<file path="src/rtl/rtc_alarm.sv">
module rtc_alarm #(
  parameter int CLK_HZ = 100_000_000
) (
  input  logic        clk,
  input  logic        rst_n,
  input  logic        sel,
  input  logic        wr,
  input  logic [11:0] addr,
  input  logic [31:0] wdata,
  output logic [31:0] rdata,
  output logic        irq
);
  localparam int PW = (CLK_HZ > 2) ? $clog2(CLK_HZ) : 1;
  localparam logic [PW-1:0] PLAST = PW'(CLK_HZ - 1);

  logic [PW-1:0] pre;
  logic [31:0]   cnt, mr, lr;
  logic          mask, raw;

  wire [9:0] word  = addr[11:2];
  wire       unused_ok = &{1'b0, addr[1:0]};
  wire       we    = sel & wr;
  wire       ld_wr = we & (word == 10'h002);
  wire       mr_wr = we & (word == 10'h001);
  wire       im_wr = we & (word == 10'h004);
  wire       cl_wr = we & (word == 10'h007);
  wire       tick  = (pre == PLAST);

  wire [31:0] cnt_n = ld_wr ? wdata : (tick ? cnt + 32'd1 : cnt);
  wire [31:0] mr_n  = mr_wr ? wdata : mr;
  wire        hit   = (tick | ld_wr | mr_wr) & (cnt_n == mr_n);

  always_ff @(posedge clk) begin
    if (!rst_n) begin
      pre  <= '0;
      cnt  <= '0;
      mr   <= '0;
      lr   <= '0;
      mask <= 1'b0;
      raw  <= 1'b0;
    end else begin
      pre <= (ld_wr || tick) ? '0 : pre + 1'b1;
      cnt <= cnt_n;
      mr  <= mr_n;
      if (ld_wr) lr <= wdata;
      if (im_wr) mask <= wdata[0];
      if (hit) raw <= 1'b1;
      else if (cl_wr) raw <= 1'b0;
    end
  end

  assign irq = raw & mask;

  function automatic logic [7:0] id_byte(input logic [2:0] i);
    case (i)
      3'd0: id_byte = 8'h31;
      3'd1: id_byte = 8'h10;
      3'd2: id_byte = 8'h14;
      3'd3: id_byte = 8'h00;
      3'd4: id_byte = 8'h0D;
      3'd5: id_byte = 8'hF0;
      3'd6: id_byte = 8'h05;
      default: id_byte = 8'hB1;
    endcase
  endfunction

  always_comb begin
    rdata = '0;
    case (word)
      10'h000: rdata = cnt;
      10'h001: rdata = mr;
      10'h002: rdata = lr;
      10'h003: rdata = 32'd1;
      10'h004: rdata = {31'd0, mask};
      10'h005: rdata = {31'd0, raw};
      10'h006: rdata = {31'd0, irq};
      default: if (addr[11:5] == 7'h7F) rdata = {24'd0, id_byte(addr[4:2])};
    endcase
  end
endmodule


</file>
<file path="config.mk">
export PLATFORM = sky130hd
export DESIGN_NAME = rtc_alarm
export DESIGN_NICKNAME = d
export VERILOG_FILES = /design/src/rtl/rtc_alarm.sv
export SDC_FILE = /design/constraint.sdc
export NUM_CORES = 1
export LEC_CHECK = 0
export BUFFER_PORTS_ARGS = -buffer_cell sky130_fd_sc_hd__buf_2
export CAP_MARGIN = 20
export CORE_MARGIN = 2
export CORE_UTILIZATION = 30
export CTS_CLUSTER_SIZE = 16
export DETAILED_ROUTE_END_ITERATION = 10
export PLACE_DENSITY = 0.46
export SLEW_MARGIN = 25
export SYNTH_ARGS = -nofsm -noshare
export SYNTH_HDL_FRONTEND = slang
export SYNTH_SLANG_ARGS = --single-unit
export TNS_END_PERCENT = 1
</file>
<file path="constraint.sdc">
create_clock -name clk -period 3.23 [get_ports clk]
set_input_delay 0.1615 -clock clk [delete_from_list [all_inputs] [get_ports clk]]
set_output_delay 0.1615 -clock clk [all_outputs]
set_load 0.01 [all_outputs]
</file>
# Yosys cells after proc, flatten, opt, wreduce, memory -nomap -nowiden
# Index checks and enable logic that the tools add are counted.
dict set report word_totals {
  out_inout_bits 33
  input_bits 48
  register_bits 125
}
dict set report op_classes {
  muxes 8
  bitwise 10
  add_sub_neg 2
  n_reduce_logical 5
  n_eq_ne 16
}
# cell n
set op_table {}
lappend op_table {{one-hot mux 32 bit (7 select lines)} 1}
lappend op_table {{2-to-1 mux 32 bit} 3}
lappend op_table {{one-hot mux 8 bit (7 select lines)} 1}
lappend op_table {{== test 10 x 3 -> 1 bit, second input constant} 4}
lappend op_table {{adder 32 x 1 -> 32 bit, second input constant} 1}
lappend op_table {{== test 32 bit} 1}
lappend op_table {{adder 27 x 1 -> 27 bit, second input constant} 1}
lappend op_table {{== test 27 bit, second input constant} 1}
lappend op_table {{== test 10 x 2 -> 1 bit, second input constant} 2}
lappend op_table {{== test 10 x 1 -> 1 bit, second input constant} 1}
lappend op_table {{logical NOT 10 bit} 1}
lappend op_table {{== test 3 bit, second input constant} 3}
lappend op_table {{2-to-1 mux 8 bit} 1}
lappend op_table {{bitwise AND 1 bit} 7}
lappend op_table {{== test 7 bit, second input constant} 1}
lappend op_table {{== test 3 x 2 -> 1 bit, second input constant} 2}
lappend op_table {{== test 3 x 1 -> 1 bit, second input constant} 1}
lappend op_table {{logical NOT 3 bit} 1}
lappend op_table {{2-to-1 mux 1 bit} 2}
lappend op_table {{OR 1 bit} 2}
lappend op_table {{nonzero test 2 bit} 1}
lappend op_table {{OR reduction 2 bit} 1}
lappend op_table {{logical OR 1 bit} 1}
lappend op_table {{inverter 1 bit} 1}

# Logic depth before layout (Yosys ltp)
dict set report depth {
  word_depth 6
  ltp_mapped 12
}

# Worst setup path before layout
# Ideal clock, no wire load.
dict set report synth_timing {
  kind {register to register}
  from {register pre[0]}
  to {register raw}
  path_slack_ps 492
  arrival_time_ps 2669
  path_buffers 2
  t_required_ps 3161
  path_stages_with_launch 13
  period_less_slack_ps 2738
  path_cell_list {dfxtp_1 > ha_1 > nand4_1 > or4_1 > buf_2 > buf_6 > or4_1 > a31oi_1 > xor2_1 > o21ai_1 > nor4_1 > nand4_1 > o21ai_1}
}
dict set report synth_between {
  elab_chain_len 6
}
# item line_no
set synth_lines {}
lappend synth_lines {{start, declared} 16} ;# logic [PW-1:0] pre;
lappend synth_lines {{start signal, assigned} 42} ;# pre <= (ld_wr || tick) ? '0 : pre + 1'b1;
lappend synth_lines {{== test 27 bit (*)} 27} ;# wire tick = (pre == PLAST);
lappend synth_lines {{2-to-1 mux 32 bit (2 in series)} 29} ;# wire [31:0] cnt_n = ld_wr ? wdata : (tick ? cnt + 32'd1 : cnt);
lappend synth_lines {{== test 32 bit} 31} ;# wire hit = (tick | ld_wr | mr_wr) & (cnt_n == mr_n);
lappend synth_lines {{bitwise AND 1 bit (*)} 31}
lappend synth_lines {{2-to-1 mux 1 bit / nonzero test 2 bit (equally long branches)} --}
lappend synth_lines {{end signal, assigned} 40} ;# raw <= 1'b0;
lappend synth_lines {{end signal, assigned} 47} ;# if (hit) raw <= 1'b1;
lappend synth_lines {{end signal, assigned} 48} ;# else if (cl_wr) raw <= 1'b0;
lappend synth_lines {{end, declared} 18} ;# logic mask, raw;
# Every way passes the cells marked *; elsewhere a longest branch is shown, timed or not.
# A chain may end at the register's enable or synchronous reset.

# Worst setup path after layout
dict set report layout_timing {
  from {register pre[1]}
  to {register raw}
}
# Same word-level chain as after synthesis.

==> results_dict.tcl <==
set metrics [dict create \
    totalWireLength_mm 27.4 \
    synth-simple-area-share_pct 29.5 \
    place_area_um2 8990 \
    critPathLaunchType "flip-flop" \
    power_switching_uw 955 \
    numCtsBuffers 17 \
    hold_viol 0 \
    track_usage_pct 19.8 \
    critPathMostFrequentCell "nand4_1" \
    postLayoutCoreUtil_pct 37.4 \
    powerDensity_nw_per_um2 387 \
    sw_frac_of_total_pct 25.4 \
    grt_pass1_vias 7398 \
    synth_top_flop_cell "dfxtp_1" \
    status "completed" \
    maxCapViolCount 0 \
    synth_top_area_share_pct 31.7 \
    synth_top_family_by_area "simple AND/OR/NAND/NOR gates" \
    path_depth 11 \
    grt_pass1_wl_mm 43.5 \
    combPwrFrac_pct 5.1 \
    end_kind "flip-flop" \
    clkPwrFrac_pct 53.7 \
    area_delta_synth_final_pct 23.0 \
    synth-adder-area-share_pct 0.317 \
    synth_compound_area_share_pct 18.0 \
    synth_cells 1049 \
    viasPerCell 5.27 \
    die_w_um 166 \
    rr_worst_depth 11 \
    gr-total-overflow 0 \
    layout-drive-gt1-share_pct 17.3 \
    leakage_nw 3.77 \
    critical_path_buf_inv_count 1 \
    htreeDepth 4 \
    synth_cell_types 65 \
    cts_tree "done" \
    antenna_found_initial 0 \
    fin_nets 1189 \
    yosysTopAreaCell "dfxtp_1" \
    clock-sinks 125 \
    synthesis.area_um2 7890 \
    cts_setup_buffers 0 \
    cp.arrival_ps 3440 \
    ys_ff_latch 125 \
    yosysSeqAreaShare_pct 31.7 \
    dp_cells 1452 \
    rows 59 \
    cpPeakStageDelay_ps 480 \
    dp.final_hpwl_mm 18.7 \
    cp.required_ps 3580 \
    ant_nets 0 \
    fin_area_um2 9700 \
    worst_pin_slew_ps 737 \
    path_max_fanout 26 \
    hold_path.class "input pin to flip-flop" \
    fin_crit_ps 3090 \
    synth_commonest_cells "178 x nand2_1, 136 x nor2_1, 125 x dfxtp_1" \
    grt_max_degree 58 \
    synth_xor_area_share_pct 10.0 \
    slew_violations 0 \
    post-route-drc-count 0 \
    path_cells "ha_1, nand4_1, or4_4, buf_12, nor4_1, xnor2_1, o211a_1, o22ai_1, and4b_1, nand4_1, o21ai_1" \
    io_pins 81 \
    cts_root_buffer "clkbuf_16" \
    clk_pin_slew_ps 70 \
    dieArea_um2 27600 \
    gp_congestion 0.809 \
    die_y_um 166 \
    setup_viol 0 \
    start_util_pct 30.4 \
    synth-async-reset-ratio_pct 0 \
    syn_nets 1099 \
    synth_edf_count 0 \
    yosys_warnings 0 \
    p_seq_share_pct 41.2 \
    wl_per_cell_um 18.4 \
    hold_depth 3 \
    ir_worst_vdd_uv 294 \
    cp_slowest_cell "or4_4" \
    power.internal_mw 2.80 \
    stdcell_count 1487 \
    ys_top_cells_by_area "dfxtp_1 32%, nand2_1 8.5%, a21oi_1 6.9%, nor2_1 6.5%, mux2i_1 5.6%" \
    critical_path.top_delay_family "simple AND/OR/NAND/NOR gates" \
    synth_most_common_cell "nand2_1" \
    maxSlewHeadroom_pct 50.1 \
    clk_path_buf_depth 2 \
    drtPass1Iterations 5 \
    max_freq_ghz 0.324 \
    avgSynthCellArea_um2 7.52 \
    muxShareOfSynthArea_pct 6.30 \
    finalClockSkew_ps 8.89 \
    crit_type "flip-flop to flip-flop" \
    port-buffer-count 78 \
    vias 7838 \
    antenna_cells 0 \
    period_share_pct 95.5 \
    initialDrtViolationCount 588 \
    clk_latency_ps 430 \
    core-area_um2 25900 \
]
[metrics by stage]
stage	hold WS [ps]	setup WS (ps)	setup TNS (ps)	total power, mW
6_report	9.17	144	0	3.76
5_1_grt	10.8	-34.4	-34.4	3.89
4_1_cts	0.0702	1.77	0	3.79
3_5_place_dp	444	21.9	0	1.77
3_3_place_gp	438	72.0	0	1.77
2_1_floorplan	297	492	0	1.67
[worst register-to-register path, stage by stage, from the launching register on]
cell	delay [ps]
dfxtp_1	350
ha_1	200
nand4_1	200
or4_4	480
buf_12	190
nor4_1	360
xnor2_1	200
o211a_1	230
o22ai_1	310
and4b_1	260
nand4_1	100
o21ai_1	140
[layout make-up]
class	count	area, um^2
clock buffers	19	453
fillers	2740	16200
multi-input cells	841	5150
inverters	13	48.8
flip-flops and latches	125	2500
well taps	335	419
clock inverters	13	154
repair buffers	141	971
[final timing paths]
| path | slack [ps] | startpoint | end |
|---|---|---|---|
| worst max-delay path | 140 | pre[1]$_SDFF_PP0_ | raw$_SDFFE_PN0P_ |
| worst min register to register | 450 | lr[17]$_SDFFE_PN0P_ | lr[17]$_SDFFE_PN0P_ |
| worst min-delay path | 9 | wdata[14] | mr[14]$_SDFF_PN0_ |
| worst max register to register | 140 | pre[1]$_SDFF_PP0_ | raw$_SDFFE_PN0P_ |
[registers in the layout, summed over array words and instances (netlist names)]
register and cells:
cnt 32, lr 32, mr 32, pre 27
mask 1, raw 1
[timing repair]
item                                    CTS  global route
resized for setup                         0            11
hold buffers                              3             0
endpoints found under the setup margin    0             1
endpoints found under the hold margin     3             0
[cells in the final DEF, fill, tap and decap left out, types with 4 or more instances in the layout]
cell,synthesis,final
or4_1,7,6
and3_1,13,13
xor2_1,46,46
a22oi_1,6,6
o22ai_1,8,8
inv_1,12,12
and4_1,14,13
nand3_1,20,20
nand2_1,178,178
nor2_1,136,136
o21ai_0,16,16
nand4_1,36,36
or3_1,5,5
buf_12,0,8
nor2b_1,7,6
buf_2,6,78
xnor2_1,31,31
nor4_2,7,6
nor3_1,13,13
clkbuf_16,0,17
dfxtp_1,125,125
nand2b_1,7,7
and2_1,8,8
a211oi_1,26,26
inv_6,0,6
o211ai_1,8,8
a21oi_1,108,108
nor4_1,16,13
buf_4,0,52
nor4_4,0,4
mux2i_1,44,44
mux2_2,5,5
o211a_1,8,8
a31oi_1,7,6
[power by group through the flow]
stage | logic, mW | registers, mW | clock network [mW]
4_1_cts | 0.191 | 1.55 | 2.05
3_3_place_gp | 0.188 | 1.58 | 0
3_5_place_dp | 0.187 | 1.58 | 0
2_1_floorplan | 0.0899 | 1.58 | 0
5_1_grt | 0.209 | 1.55 | 2.13
6_report | 0.191 | 1.55 | 2.02
[metal layers]
metal / routed length (um) / global-route usage, % / vias up
met3: 1170 / 3.24 / 24
met2: 11800 / 29.9 / 191
li1: - / - / 3932
met1: 14200 / 29.5 / 3691
met4: 293 / 4.20 / 0
met5: 0 / 0 / -
[kinds of logic (layout without fill, tap and decap cells)]
| group | Yosys count | in the layout |
|---|---|---|
| and+or+nand+nor | 482 | 482 |
| AOI/OAI and AO/OA | 226 | 226 |
| DFF | 125 | 125 |
| buffers and inverters | 83 | 186 |
| xor gates and xnor gates | 82 | 82 |
| muxes | 49 | 49 |
| adders and majority gates | 2 | 2 |
No activity file was read; power rests on OpenSTA's default activity.
